**src/rtl/spi_fault_pkg.sv**
```systemverilog
package spi_fault_pkg;

    localparam int unsigned SYNC_STAGES = 2;
    localparam int unsigned CTL_W       = 2;
    localparam int unsigned STAT_W      = 4;

    typedef enum logic {
        ROLE_SLAVE  = 1'b0,
        ROLE_MASTER = 1'b1
    } role_e;

    // control word: bit1 interrupt enable, bit0 fault enable
    typedef struct packed {
        logic irq_en;
        logic mf_en;
    } ctl_t;

    // status word: bit3 overflow, bit2 mode fault, bits1:0 control
    typedef struct packed {
        logic ovf;
        logic mf;
        ctl_t ctl;
    } stat_t;

    function automatic logic sticky_next(input logic cur, input logic set, input logic clr);
        return set | (cur & ~clr);
    endfunction

endpackage

```
**src/rtl/ss_sync.sv**
```systemverilog
module ss_sync #(
    parameter int unsigned STAGES = spi_fault_pkg::SYNC_STAGES
) (
    input  logic clk,
    input  logic rst,
    input  logic pin_i,
    output logic level_o,
    output logic rise_o
);
    logic [STAGES-1:0] chain;
    logic              prev;

    always_ff @(posedge clk) begin
        if (rst) begin
            chain <= '1;
            prev  <= 1'b1;
        end else begin
            chain <= {chain[STAGES-2:0], pin_i};
            prev  <= chain[STAGES-1];
        end
    end

    assign level_o = chain[STAGES-1];
    assign rise_o  = chain[STAGES-1] & ~prev;

endmodule

```
**src/rtl/mode_fault_det.sv**
```systemverilog
module mode_fault_det
    import spi_fault_pkg::*;
(
    input  logic clk,
    input  logic rst,
    input  logic role_i,
    input  logic mf_en_i,
    input  logic busy_i,
    input  logic ss_level_i,
    input  logic ss_rise_i,
    input  logic stat_rd_i,
    input  logic ctl_wr_i,
    output logic mf_o
);
    logic mf_q;
    logic arm_q;
    logic fault_evt;
    logic clr_go;

    always_comb begin
        fault_evt = 1'b0;
        if (mf_en_i) begin
            if (role_i == ROLE_MASTER) fault_evt = ~ss_level_i;
            else                       fault_evt = busy_i & ss_rise_i;
        end
    end

    assign clr_go = ctl_wr_i & arm_q;

    always_ff @(posedge clk) begin
        if (rst) begin
            mf_q  <= 1'b0;
            arm_q <= 1'b0;
        end else begin
            mf_q <= sticky_next(mf_q, fault_evt, clr_go);
            if (clr_go)                arm_q <= 1'b0;
            else if (stat_rd_i && mf_q) arm_q <= 1'b1;
        end
    end

    assign mf_o = mf_q;

    p_slave_needs_busy_r3: assert property (@(posedge clk) disable iff (rst)
        ($rose(mf_q) && !$past(role_i)) |-> $past(busy_i));

    p_master_low_r4: assert property (@(posedge clk) disable iff (rst)
        (mf_en_i && role_i && !ss_level_i) |=> mf_q);

    p_no_fault_disabled_r5: assert property (@(posedge clk) disable iff (rst)
        (!mf_en_i && !mf_q) |=> !mf_q);

    p_mf_sticky_r8: assert property (@(posedge clk) disable iff (rst)
        (mf_q && !(ctl_wr_i && arm_q)) |=> mf_q);

endmodule

```
**src/rtl/rx_overflow_det.sv**
```systemverilog
module rx_overflow_det
    import spi_fault_pkg::*;
#(
    parameter int unsigned DW = 8
) (
    input  logic          clk,
    input  logic          rst,
    input  logic          byte_done_i,
    input  logic [DW-1:0] rx_byte_i,
    input  logic          data_rd_i,
    input  logic          stat_rd_i,
    output logic [DW-1:0] rx_data_o,
    output logic          ovf_o
);
    logic [DW-1:0] data_q;
    logic          full_q;
    logic          ovf_q;
    logic          arm_q;
    logic          load;
    logic          ovf_evt;
    logic          clr_go;

    assign load    = byte_done_i & (~full_q | data_rd_i);
    assign ovf_evt = byte_done_i & full_q & ~data_rd_i;
    assign clr_go  = data_rd_i & arm_q;

    always_ff @(posedge clk) begin
        if (rst) begin
            data_q <= '0;
            full_q <= 1'b0;
            ovf_q  <= 1'b0;
            arm_q  <= 1'b0;
        end else begin
            if (load) data_q <= rx_byte_i;
            full_q <= load | (full_q & ~data_rd_i);
            ovf_q  <= sticky_next(ovf_q, ovf_evt, clr_go);
            if (clr_go)                  arm_q <= 1'b0;
            else if (stat_rd_i && ovf_q) arm_q <= 1'b1;
        end
    end

    assign rx_data_o = data_q;
    assign ovf_o     = ovf_q;

    p_keep_old_r6: assert property (@(posedge clk) disable iff (rst)
        (byte_done_i && full_q && !data_rd_i) |=> ($stable(data_q) && ovf_q));

    p_no_overflow_r7: assert property (@(posedge clk) disable iff (rst)
        (byte_done_i && data_rd_i && !ovf_q) |=> !ovf_q);

    p_ovf_sticky_r9: assert property (@(posedge clk) disable iff (rst)
        (ovf_q && !(data_rd_i && arm_q)) |=> ovf_q);

endmodule

```
**src/rtl/spi_fault_watch.sv**
```systemverilog
module spi_fault_watch
    import spi_fault_pkg::*;
#(
    parameter int unsigned DW = 8
) (
    input  logic              clk,
    input  logic              rst,
    input  logic              role_i,
    input  logic              ssel_pin_i,
    input  logic              xfer_busy_i,
    input  logic              byte_done_i,
    input  logic [DW-1:0]     rx_byte_i,
    input  logic              data_rd_i,
    input  logic              stat_rd_i,
    input  logic              ctl_wr_i,
    input  logic [CTL_W-1:0]  ctl_wdata_i,
    output logic [STAT_W-1:0] stat_o,
    output logic [DW-1:0]     rx_data_o,
    output logic              mode_fault_o,
    output logic              overflow_o,
    output logic              err_irq_o
);
    ctl_t  ctl_q;
    stat_t stat;
    logic  ss_level;
    logic  ss_rise;
    logic  mf;
    logic  ovf;
    logic  irq_q;

    always_ff @(posedge clk) begin
        if (rst) begin
            ctl_q <= '0;
            irq_q <= 1'b0;
        end else begin
            if (ctl_wr_i) ctl_q <= ctl_t'(ctl_wdata_i);
            irq_q <= (mf & ctl_q.irq_en) | (ovf & ctl_q.irq_en);
        end
    end

    ss_sync #(.STAGES(SYNC_STAGES)) u_sync (
        .clk     (clk),
        .rst     (rst),
        .pin_i   (ssel_pin_i),
        .level_o (ss_level),
        .rise_o  (ss_rise)
    );

    mode_fault_det u_mf (
        .clk        (clk),
        .rst        (rst),
        .role_i     (role_i),
        .mf_en_i    (ctl_q.mf_en),
        .busy_i     (xfer_busy_i),
        .ss_level_i (ss_level),
        .ss_rise_i  (ss_rise),
        .stat_rd_i  (stat_rd_i),
        .ctl_wr_i   (ctl_wr_i),
        .mf_o       (mf)
    );

    rx_overflow_det #(.DW(DW)) u_ovf (
        .clk         (clk),
        .rst         (rst),
        .byte_done_i (byte_done_i),
        .rx_byte_i   (rx_byte_i),
        .data_rd_i   (data_rd_i),
        .stat_rd_i   (stat_rd_i),
        .rx_data_o   (rx_data_o),
        .ovf_o       (ovf)
    );

    always_comb begin
        stat.ovf = ovf;
        stat.mf  = mf;
        stat.ctl = ctl_q;
    end

    assign stat_o       = stat;
    assign mode_fault_o = mf;
    assign overflow_o   = ovf;
    assign err_irq_o    = irq_q;

    p_irq_gated_r10: assert property (@(posedge clk) disable iff (rst)
        !$past(ctl_q.irq_en) |-> !irq_q);

    p_irq_raise_r10: assert property (@(posedge clk) disable iff (rst)
        ((mf || ovf) && ctl_q.irq_en) |=> irq_q);

endmodule

```
**config.mk**
```make
export PLATFORM = sky130hd
export DESIGN_NAME = spi_fault_watch
export DESIGN_NICKNAME = d
export VERILOG_FILES = /design/src/rtl/spi_fault_pkg.sv /design/src/rtl/ss_sync.sv /design/src/rtl/mode_fault_det.sv /design/src/rtl/rx_overflow_det.sv /design/src/rtl/spi_fault_watch.sv
export SDC_FILE = /design/constraint.sdc
export NUM_CORES = 1
export LEC_CHECK = 0
export BUFFER_PORTS_ARGS = -buffer_cell sky130_fd_sc_hd__buf_2
export CAP_MARGIN = 20
export CORE_ASPECT_RATIO = 0.9
export CORE_MARGIN = 2
export CORE_UTILIZATION = 45
export DETAILED_ROUTE_END_ITERATION = 12
export HOLD_SLACK_MARGIN = 0.03
export PLACE_DENSITY = 0.76
export REMOVE_ABC_BUFFERS = 1
export SYNTH_ARGS = -nofsm -noshare
export SYNTH_HDL_FRONTEND = slang
export SYNTH_HIERARCHICAL = 1
export SYNTH_SLANG_ARGS = --single-unit
```
**constraint.sdc**
```tcl
create_clock -name clk -period 2.4 [get_ports clk]
set_input_delay 0.24 -clock clk [delete_from_list [all_inputs] [get_ports clk]]
set_output_delay 0.24 -clock clk [all_outputs]
set_load 0.005 [all_outputs]
```
; Yosys cells after proc, flatten, opt, wreduce, memory -nomap -nowiden
; Index checks and enable logic that the tools add are counted.
[op_classes]
reduce_logical = 4
mux = 2
bitwise = 23
[ops]
columns = operator, count
row1 = $and A1 B1 Y1, 12
row2 = $not A1 Y1, 6
row3 = $or A1 B1 Y1, 5
row4 = $reduce_or A2 Y1, 2
row5 = $logic_and A1 B1 Y1, 2
row6 = $mux W1, 2
[word_totals]
out_inout_bits = 15
inputBits = 19
word_cells = 40
register_bits = 19

; Depth between registers and ports, before layout
; Gate-level depths: netlist of run 1.
[logic_depth]
word_depth = 6
depth_mapped = 4
ltp_nobuf = 4

; Hierarchy
; Netlist of run 1, hierarchy kept.
[by_module_without_submodules]
columns = module, n_inst, area_per_inst_um2, seq_area_each_um2, cells_each
row1 = rx_overflow_det, 1, 496.7, 220.2, 49
row2 = spi_fault_watch, 1, 113.9, 60.1, 11
row3 = mode_fault_det, 1, 100.1, 40.0, 11
row4 = ss_sync, 1, 85.1, 60.1, 7

; Least setup slack after synthesis of run 1
; OpenSTA, ideal clock, no wires.
[synth_timing]
path_type = reg2reg
startpoint = reg u_sync.chain[1]
endpoint = reg u_mf.mf_q (netlist: u_mf/mf_o)
setup_slack_ps = 1522
arrival_ps = 811
path_buffers = 0
setup_ps = 67
stages_incl_launch_ff = 5
path_cell_list = dfxtp_1 -> nor2b_1 -> nand2_1 -> mux2_2 -> o21ai_2
[synth_via]
elab_chain_cells = 5
elab_cells_between_ends = 6
[synth_rtl]
columns = item, line
row1 = start: declaration, ss_sync.sv:10  ; logic [STAGES-1:0] chain;
row2 = start signal: assignment, ss_sync.sv:18  ; chain <= {chain[STAGES-2:0], pin_i};
row3 = $and A1 B1 Y1, ss_sync.sv:24  ; assign rise_o = chain[STAGES-1] & ~prev;
row4 = net ss_rise, spi_fault_watch.sv:26  ; logic ss_rise;
row5 = $and A1 B1 Y1, mode_fault_det.sv:24  ; else fault_evt = busy_i & ss_rise_i;
row6 = $mux W1, mode_fault_det.sv:23  ; if (role_i == ROLE_MASTER) fault_evt = ~ss_level_i;
row7 = $mux W1, mode_fault_det.sv:22  ; if (mf_en_i) begin
row8 = $or A1 B1 Y1, spi_fault_pkg.sv:26  ; return set | (cur & ~clr);
row9 = end signal: assignment, mode_fault_det.sv:35  ; mf_q <= sticky_next(mf_q, fault_evt, clr_go);
row10 = end: declaration, mode_fault_det.sv:15  ; logic mf_q;
; The timed path passes the listed nets, and every way through them passes these cells.
; A chain may end at the register's enable or synchronous reset.

; Worst setup path after layout of run 1
[layout_timing]
startpoint = reg u_ovf.full_q
endpoint = reg u_ovf.data_q[5] (netlist: u_ovf/rx_data_o[5])
[layout_via]
elab_chain_cells = 3
[layout_rtl]
columns = item, line
row1 = start: declaration, rx_overflow_det.sv:16  ; logic full_q;
row2 = start signal: assignment, rx_overflow_det.sv:35  ; full_q <= load | (full_q & ~data_rd_i);
row3 = $not A1 Y1, rx_overflow_det.sv:23  ; assign load = byte_done_i & (~full_q | data_rd_i);
row4 = $or A1 B1 Y1, rx_overflow_det.sv:23
row5 = $and A1 B1 Y1, rx_overflow_det.sv:23
row6 = end signal: assignment, rx_overflow_det.sv:34  ; if (load) data_q <= rx_byte_i;
row7 = end: declaration, rx_overflow_det.sv:15  ; logic [DW-1:0] data_q;
; Every way passes these cells.

==> flow_summary.ini, run 1 <==
[outcome]
status = complete, no violations

[timing]
worst_pin_slew_ns = 0.560
clock_skew_ns = 0.00191
final-setup-viol-count = 0
period_share = 0.477
setup-tns-final_ns = 0
rsz0062_at_grt = false
maxSlewHeadroom = 0.625
slew_viol_final = 0
period_minus_slack_ns = 1.15
hold_violations = 0
fmax_ghz = 0.873

[global_route]
antenna_found_initial = 0
grt_pass1_wl_um = 2240
gr-total-overflow = 0
grt_max_degree = 29
grt_use_total = 0.142
first_global_vias = 534

[route]
wl_met3_um = 120
ant_nets = 0
dr_wl_met2_um = 605
wire_per_inst_um = 9.99
dr.pass1.iters = 2
wirelength_um = 1340
vias = 598
routed.top_layer = met4
drc = 0
wirelength_met1_um = 602
drt_iter0_drc = 7
viasPerCell = 4.46

[synthesis]
yosysMostFrequentCell = dfxtp_1
netlist_area_um2 = 796
yosys-top-cells-area = dfxtp_1 (48%), nand2b_1 (13%), mux2i_1 (13%)
yosys.area.top_type = dfxtp_1
ys_ff_latch = 19
synth_area_per_cell_um2 = 10.2
synth_warnings = 6
seq_area_frac_synth = 0.478
synth_cell_types = 19
synthArstFlopShare = 0
synthCells = 78
synth_flop_cell = dfxtp_1
synth_edf_count = 0
ys_top_cells_by_count = dfxtp_1 (19), nand2b_1 (17), mux2i_1 (10)
synth_top_area_share = 0.478

[pwr]
power.share.clock = 0.275
vdd_ir_drop_max_uv = 388
p_int_uw = 438
p_leak_uw = 0.000456
power.density_nw_per_um2 = 589
p_sw_frac = 0.233
pwr-share-comb = 0.128
p_sw_uw = 133
pwr-share-seq = 0.597

[critical_path]
critPathTopFamily = compound AO/OA/AOI/OAI gates
r2r_slack_ns = 1.25
crit_chain = a21boi_2 > mux2i_1
max_stage_delay_ns = 0.47
r2r_start = u_ovf/full_q
crit_buf_inv = 0
crit_type = register to register
endpoint_kind = register
reg2regPathDepth = 2
crit_arrival_ns = 1.37
critPathSlowestCell = a21boi_2
crit_start = u_ovf/full_q
crit_end = u_ovf/rx_data_o[5]
path_depth = 2
crit_required_ns = 2.62
timing.rr.end = u_ovf/rx_data_o[5]
worstPathMaxFanout = 8
cp-start-kind = register

[floorplanning]
core_area_um2 = 1660
die_w_um = 48.3
io_pins = 34
initial_core_util = 0.478
dieHeight_um = 43.9
row_count = 14
die-area_um2 = 2120

[place]
place_area_um2 = 942
dpl.hpwl_um = 996
portBuffers = 33
gp_congestion = 0.620

[finish]
finalInstanceArea_um2 = 968
syn2layout_area_growth_pct = 21.7
final_nets = 130
layout-drive-gt1-share = 0.373
diodes = 0

[clocking]
h-tree-depth = 1
cts_root_buf = clkbuf_4
post-cts-setup-buffers = 0
cts_resized = 0
tritoncts = built
cts_buffers = 3
postCtsHoldBufs = 0
worstSkewPairLatency_ns = 0.29
cts.clk_slew.worst_paths_ns = 0.10
cts_buffer_depth = 2
cts_sinks = 19

[run]
cap_violations = 0

[hold_path]
hold_class = primary input to register
## power groups by stage
stage	combinational, µW	sequential [µW]	clock, µW
floorplan	34.4	349	0
global placement	71.6	348	0
detailed placement	74.2	348	0
CTS	74.3	341	166
global route	81.9	344	181
finish	72.9	341	157
## flip-flops by register name (all words and copies together), names as in the netlist
| name | flops |
|---|---|
| err_irq_o | 1 |
| stat_o | 2 |
| u_mf/arm_q | 1 |
| u_mf/mf_o | 1 |
| u_ovf/arm_q | 1 |
| u_ovf/full_q | 1 |
| u_ovf/ovf_o | 1 |
| u_ovf/rx_data_o | 8 |
| u_sync/chain | 2 |
| u_sync/prev | 1 |
## cells by family (layout without fill, tap and decap cells)
family / count (synthesis) / count (layout) / synth area share
AND/OR/NAND/NOR: 34 / 34 / 0.245
buffers and inverters: 7 / 39 / 0.0707
flip-flops: 19 / 19 / 0.478
multiplexers: 12 / 12 / 0.154
AO/OA/AOI/OAI: 6 / 6 / 0.0519
## layer usage
layer  up-vias  track usage
met4         0       0.0686
met3         2       0.0655
met5         -            0
li1        313            -
met1       257        0.159
met2        26        0.233
## cell usage in the layout, fill, tap and decap left out
master	n
inv_2	1
nand3b_1	1
clkbuf_4	3
mux2i_1	10
o21ai_2	1
mux2_2	2
and3b_1	1
buf_2	33
a21oi_1	3
nor2b_1	2
inv_1	1
nand2_1	3
or2_1	3
clkbuf_1	1
nor3b_1	1
nand2b_1	17
o22ai_1	1
dfxtp_1	19
nor2_1	6
a21boi_2	1
## worst min-delay path by stage
stage                         start              end  cells after the start
finish                   ssel_pin_i  u_sync/chain[0]                      2
CTS                      ssel_pin_i  u_sync/chain[0]                      2
detailed placement  u_sync/chain[0]  u_sync/chain[1]                      1
global route             ssel_pin_i  u_sync/chain[0]                      2
global placement    u_sync/chain[0]  u_sync/chain[1]                      1
floorplan                       rst       u_mf/arm_q                      1
## stage by stage
step	cells	worst slack [ns]	hold WS (ns)	power, µW	util
after floorplan	73	1.41	0.312	383	-
after global placement	130	1.26	0.389	419	0.566
after detailed placement	130	1.21	0.403	422	0.566
after CTS	134	1.24	0.122	581	0.582
after global routing	134	1.15	0.110	607	0.582
final	134	1.25	0.124	571	0.582
## cell type report
class                           instances  area, µm²
Multi-Input combinational cell         52        359
Fill cell                             150        696
Sequential cell                        19        380
Timing Repair Buffer                   33        165
Tap cell                               24       30.0
Inverter                                2       7.51
Clock buffer                            4       26.3
Note: power is estimated with default switching activity, not from simulation.
==> run 2: changes to the inputs <==
==> constraint.sdc (replaced) <==
create_clock -name clk -period 1.1 [get_ports clk]
set_input_delay 0.11 -clock clk [delete_from_list [all_inputs] [get_ports clk]]
set_output_delay 0.11 -clock clk [all_outputs]
set_load 0.005 [all_outputs]
==> run 2 against run 1 <==
Sequential share of layout area decreased by 1.2 points. Via count increased by 2.2%. First-iteration DRC count decreased by 86%. Hold slack worse by 0.066 ns. Highest routed layer is now met3. Non-clock buffer count is 2 higher. Setup slack worse by 1.1 ns. Global-route usage shrank 1.0 points. Sequential cell count is the same.
==> flow_summary.ini, run 2 (synthesis results as in run 1) <==
[floorplanning]
row_count = 14
io_pins = 34
die_w_um = 48.3
die-area_um2 = 2120
dieHeight_um = 43.9
initial_core_util = 0.478
core_area_um2 = 1660

[clocking]
cts_sinks = 19
cts_buffer_depth = 2
h-tree-depth = 1
cts_root_buf = clkbuf_4
tritoncts = built
cts.clk_slew.worst_paths_ns = 0.10
cts_buffers = 3
worstSkewPairLatency_ns = 0.28
post-cts-setup-buffers = 0

[finish]
finalInstanceArea_um2 = 998
syn2layout_area_growth_pct = 25.5
layout_common_cells = buf_2 (33), dfxtp_1 (19), nand2b_1 (17)
final_common_cell = buf_2
final_nets = 132
fin_util = 0.600
diodes = 0
largest_reg_flops = 8
layout-drive-gt1-share = 0.375

[route]
viasPerCell = 4.49
ant_nets = 0
vias = 611
dr_wl_met2_um = 565
wirelength_um = 1290
wire_per_inst_um = 9.46
dr.pass1.iters = 4
wl_met3_um = 111
drc = 0
routed.top_layer = met3
drt_iter0_drc = 1
wirelength_met1_um = 609

[timing]
fmax_ghz = 1.06
period_minus_slack_ns = 0.946
clock_skew_ns = 0.00167
hold_violations = 0
worst_pin_slew_ns = 0.355
final-setup-viol-count = 0
slew_viol_final = 0
maxSlewHeadroom = 0.763
rsz0062_at_grt = false
period_share = 0.860
setup-tns-final_ns = 0

[critical_path]
crit_arrival_ns = 0.84
critPathSlowestCell = dfxtp_1
crit_chain = buf_2
critPathTopFamily = flip-flops
crit_type = register to primary output
crit_required_ns = 0.99
worstPathMaxFanout = 6
reg2regPathDepth = 4
cp-start-kind = register
path_depth = 1
crit_buf_inv = 1
endpoint_kind = primary output
max_stage_delay_ns = 0.41

[pwr]
pwr-share-comb = 0.138
power.density_nw_per_um2 = 1250
p_leak_uw = 0.000469
power.share.clock = 0.268
p_sw_uw = 285
vdd_ir_drop_max_uv = 607
p_sw_frac = 0.228
pwr-share-seq = 0.594
p_int_uw = 965

[global_route]
grt_max_degree = 29
gr-total-overflow = 0
grt_pass1_wl_um = 2160
grt_use_total = 0.131
first_global_vias = 508
antenna_found_initial = 0

[outcome]
status = complete, no violations

[hold_path]
hold_class = primary input to register
whs_path_depth = 3

[place]
gp_congestion = 0.632
portBuffers = 33
place_area_um2 = 962

[run]
cap_violations = 0
run 2: cell type report:
cell class                      instances  area [µm²]
Inverter                                2        7.51
Multi-Input combinational cell         52         359
Timing Repair Buffer                   35         195
Clock buffer                            4        26.3
Tap cell                               24        30.0
Sequential cell                        19         380
Fill cell                             150         666
run 2: power groups by stage:
stage	sequential, µW	clock [µW]	combinational (µW)
3_5_place_dp	759	0	171
5_1_grt	750	378	193
3_3_place_gp	759	0	167
2_1_floorplan	761	0	75.1
6_report	743	335	172
4_1_cts	744	354	174
run 2: timing repair:
action,4_1_cts,5_1_grt
resized for setup,0,0
hold endpoints to repair,1,0
hold buffers,1,0
run 2: layer usage:
layer / vias to the layer above / GRT usage
met5: - / 0
met4: 0 / 0.0514
met3: 0 / 0.0414
met2: 24 / 0.194
met1: 268 / 0.181
li1: 319 / -
run 2: per-stage QoR:
step / power, µW / instances / hold WS, ns / setup slack, ns
after floorplan: 837 / 73 / 0.182 / 0.107
after global placement: 926 / 131 / 0.292 / 0.208
after detailed placement: 930 / 131 / 0.297 / 0.179
after CTS: 1270 / 136 / 0.0500 / 0.132
after global routing: 1320 / 136 / 0.0647 / 0.0677
final: 1250 / 136 / 0.0587 / 0.154
run 2: final timing paths:
kind,to,startpoint,slack [ns]
hold reg to reg,u_sync/chain[1],u_sync/chain[0],0.42
setup reg to reg,u_mf/mf_o,u_sync/chain[1],0.16
hold / removal,u_ovf/full_q,byte_done_i,0.06
setup / recovery,stat_o[3],u_ovf/ovf_o,0.15
run 2: tightest hold or removal path, stage by stage:
cell and delay, ns:
buf_2 0.09, a21oi_1 0.04, nor2_1 0.07
==> run 3: changes to the inputs <==
--- a/config.mk
+++ b/config.mk
@@ -9,10 +9,11 @@
 export CAP_MARGIN = 20
 export CORE_ASPECT_RATIO = 0.9
 export CORE_MARGIN = 2
-export CORE_UTILIZATION = 45
+export CORE_UTILIZATION = 40
 export DETAILED_ROUTE_END_ITERATION = 12
 export HOLD_SLACK_MARGIN = 0.03
-export PLACE_DENSITY = 0.76
+export MAX_ROUTING_LAYER = met4
+export PLACE_DENSITY = 0.69
 export REMOVE_ABC_BUFFERS = 1
 export SYNTH_ARGS = -nofsm -noshare
 export SYNTH_HDL_FRONTEND = slang
==> constraint.sdc (replaced) <==
create_clock -name clk -period 1.2 [get_ports clk]
set_input_delay 0.12 -clock clk [delete_from_list [all_inputs] [get_ports clk]]
set_output_delay 0.12 -clock clk [all_outputs]
set_load 0.005 [all_outputs]
==> run 3 against run 2 <==
Clock-buffer cell count down 1. Largest cell class unchanged. Via count down 0.98%. Critical path type is now register to register. Power down 8.5%. Sequential cell count unchanged. Clock power down 7.2%.
==> flow_summary.ini, run 3 (synthesis results as in run 1) <==
[critical_path]
crit_type = register to register
worstPathMaxFanout = 3
critPathSlowestCell = dfxtp_1
r2r_start = u_sync/chain[1]
crit_required_ns = 1.43
endpoint_kind = register
crit_arrival_ns = 1.20
timing.rr.end = u_mf/mf_o
critPathTopFamily = flip-flops
r2r_slack_ns = 0.23
reg2regPathDepth = 4
max_stage_delay_ns = 0.35
crit_buf_inv = 0
cp-start-kind = register
crit_chain = nor2b_1 > nand2_1 > mux2_2 > o21ai_2

[route]
dr_wl_met2_um = 597
wirelength_met1_um = 620
vias = 605
routed.top_layer = met3
wl_met3_um = 117
drc = 0
wirelength_um = 1340
dr.pass1.iters = 2
ant_nets = 0
wire_per_inst_um = 9.74
drt_iter0_drc = 3
viasPerCell = 4.42

[hold_path]
hold_class = primary input to register
holdPathEnd = stat_o[1]
whs_path_depth = 3
min-delay-start = ctl_wdata_i[1]

[timing]
fmax_ghz = 1.03
maxSlewHeadroom = 0.764
period_minus_slack_ns = 0.971
slew_viol_final = 0
worst_pin_slew_ns = 0.354
fin_hold_ws_ns = 0.0560
hold_violations = 0
setup-tns-final_ns = 0
final-setup-viol-count = 0
rsz0062_at_grt = false
clock_skew_ns = 0.00313
period_share = 0.809

[global_route]
first_global_vias = 555
antenna_found_initial = 0
grt_pass1_wl_um = 2150
grt_use_total = 0.129
gr-total-overflow = 0
grt_max_degree = 29

[floorplanning]
io_pins = 34
row_count = 15
die-area_um2 = 2360
die_w_um = 51.0
initial_core_util = 0.420
dieHeight_um = 46.3
core_area_um2 = 1900

[pwr]
vdd_ir_drop_max_uv = 539
pwr-share-seq = 0.596
p_sw_uw = 270
power.share.clock = 0.272
pwr-share-comb = 0.132
p_sw_frac = 0.236
p_leak_uw = 0.000468
p_int_uw = 874
power.density_nw_per_um2 = 1160

[finish]
syn2layout_area_growth_pct = 24.2
diodes = 0
final_nets = 132
final_common_cell = buf_2
final-seq-area_um2 = 380
multi_input_area_um2 = 359
layout_common_cells = buf_2 (33), dfxtp_1 (19), nand2b_1 (17)
largest_reg_flops = 8
layout-drive-gt1-share = 0.384
fill_cells = 192

[outcome]
status = complete, no violations

[run]
cap_violations = 0

[clocking]
h-tree-depth = 1
cts_sinks = 19
worstSkewPairLatency_ns = 0.29
tritoncts = built
cts_resized = 0
cts_buffer_depth = 2
cts_buffers = 3
cts_root_buf = clkbuf_4
cts.clk_slew.worst_paths_ns = 0.10

[place]
dpl.hpwl_um = 968
portBuffers = 33
gp_congestion = 0.641
[run 3: layout make-up]
type                            instances  area share
Clock buffer                            3      0.0228
Clock inverter                          1     0.00506
Inverter                                2     0.00759
Multi-Input combinational cell         52       0.363
Sequential cell                        19       0.385
Tap cell                               25      0.0316
Timing Repair Buffer                   35       0.185
[run 3: worst reg2reg max path, stage by stage (launching register included)]
cell and delay (ns):
dfxtp_1 0.35, nor2b_1 0.13, nand2_1 0.06, mux2_2 0.27
o21ai_2 0.10
[run 3: worst max path at each step]
stage	slack, ns	cells past startpoint	from	end
2_1_floorplan	0.21	2	u_ovf/full_q	u_ovf/rx_data_o[0]
3_3_place_gp	0.31	4	u_sync/chain[1]	u_mf/mf_o
3_5_place_dp	0.24	4	u_sync/chain[1]	u_mf/mf_o
4_1_cts	0.21	4	u_sync/chain[1]	u_mf/mf_o
5_1_grt	0.16	1	u_mf/mf_o	mode_fault_o
6_report	0.23	4	u_sync/chain[1]	u_mf/mf_o
[run 3: power by group through the flow]
stage          Clock, µW  Combinational (µW)  Sequential [µW]
2_1_floorplan          0                68.8              698
3_3_place_gp           0                 147              695
3_5_place_dp           0                 150              697
4_1_cts              337                 153              683
5_1_grt              363                 168              688
6_report             311                 151              682
[run 3: through the flow]
stage | total power, µW | cell area, µm² | utilization | setup slack [ns] | std cells
2_1_floorplan | 767 | 747 | - | 0.207 | 73
3_3_place_gp | 842 | 951 | 0.502 | 0.308 | 132
3_5_place_dp | 847 | 951 | 0.502 | 0.237 | 132
4_1_cts | 1170 | 988 | 0.521 | 0.211 | 137
5_1_grt | 1220 | 988 | 0.521 | 0.164 | 137
6_report | 1140 | 988 | 0.521 | 0.229 | 137
[run 3: per-layer routing]
| metal | GRT usage | up-vias |
|---|---|---|
| met3 | 0.0292 | 0 |
| met4 | 0.0811 | 0 |
| met5 | - | - |
| met2 | 0.205 | 24 |
| met1 | 0.149 | 263 |
| li1 | - | 318 |
[run 3: repair_timing]
item | 4_1_cts | 5_1_grt
hold endpoints to repair | 1 | 0
hold buffers | 1 | 0
buffers inserted | 0 | 0
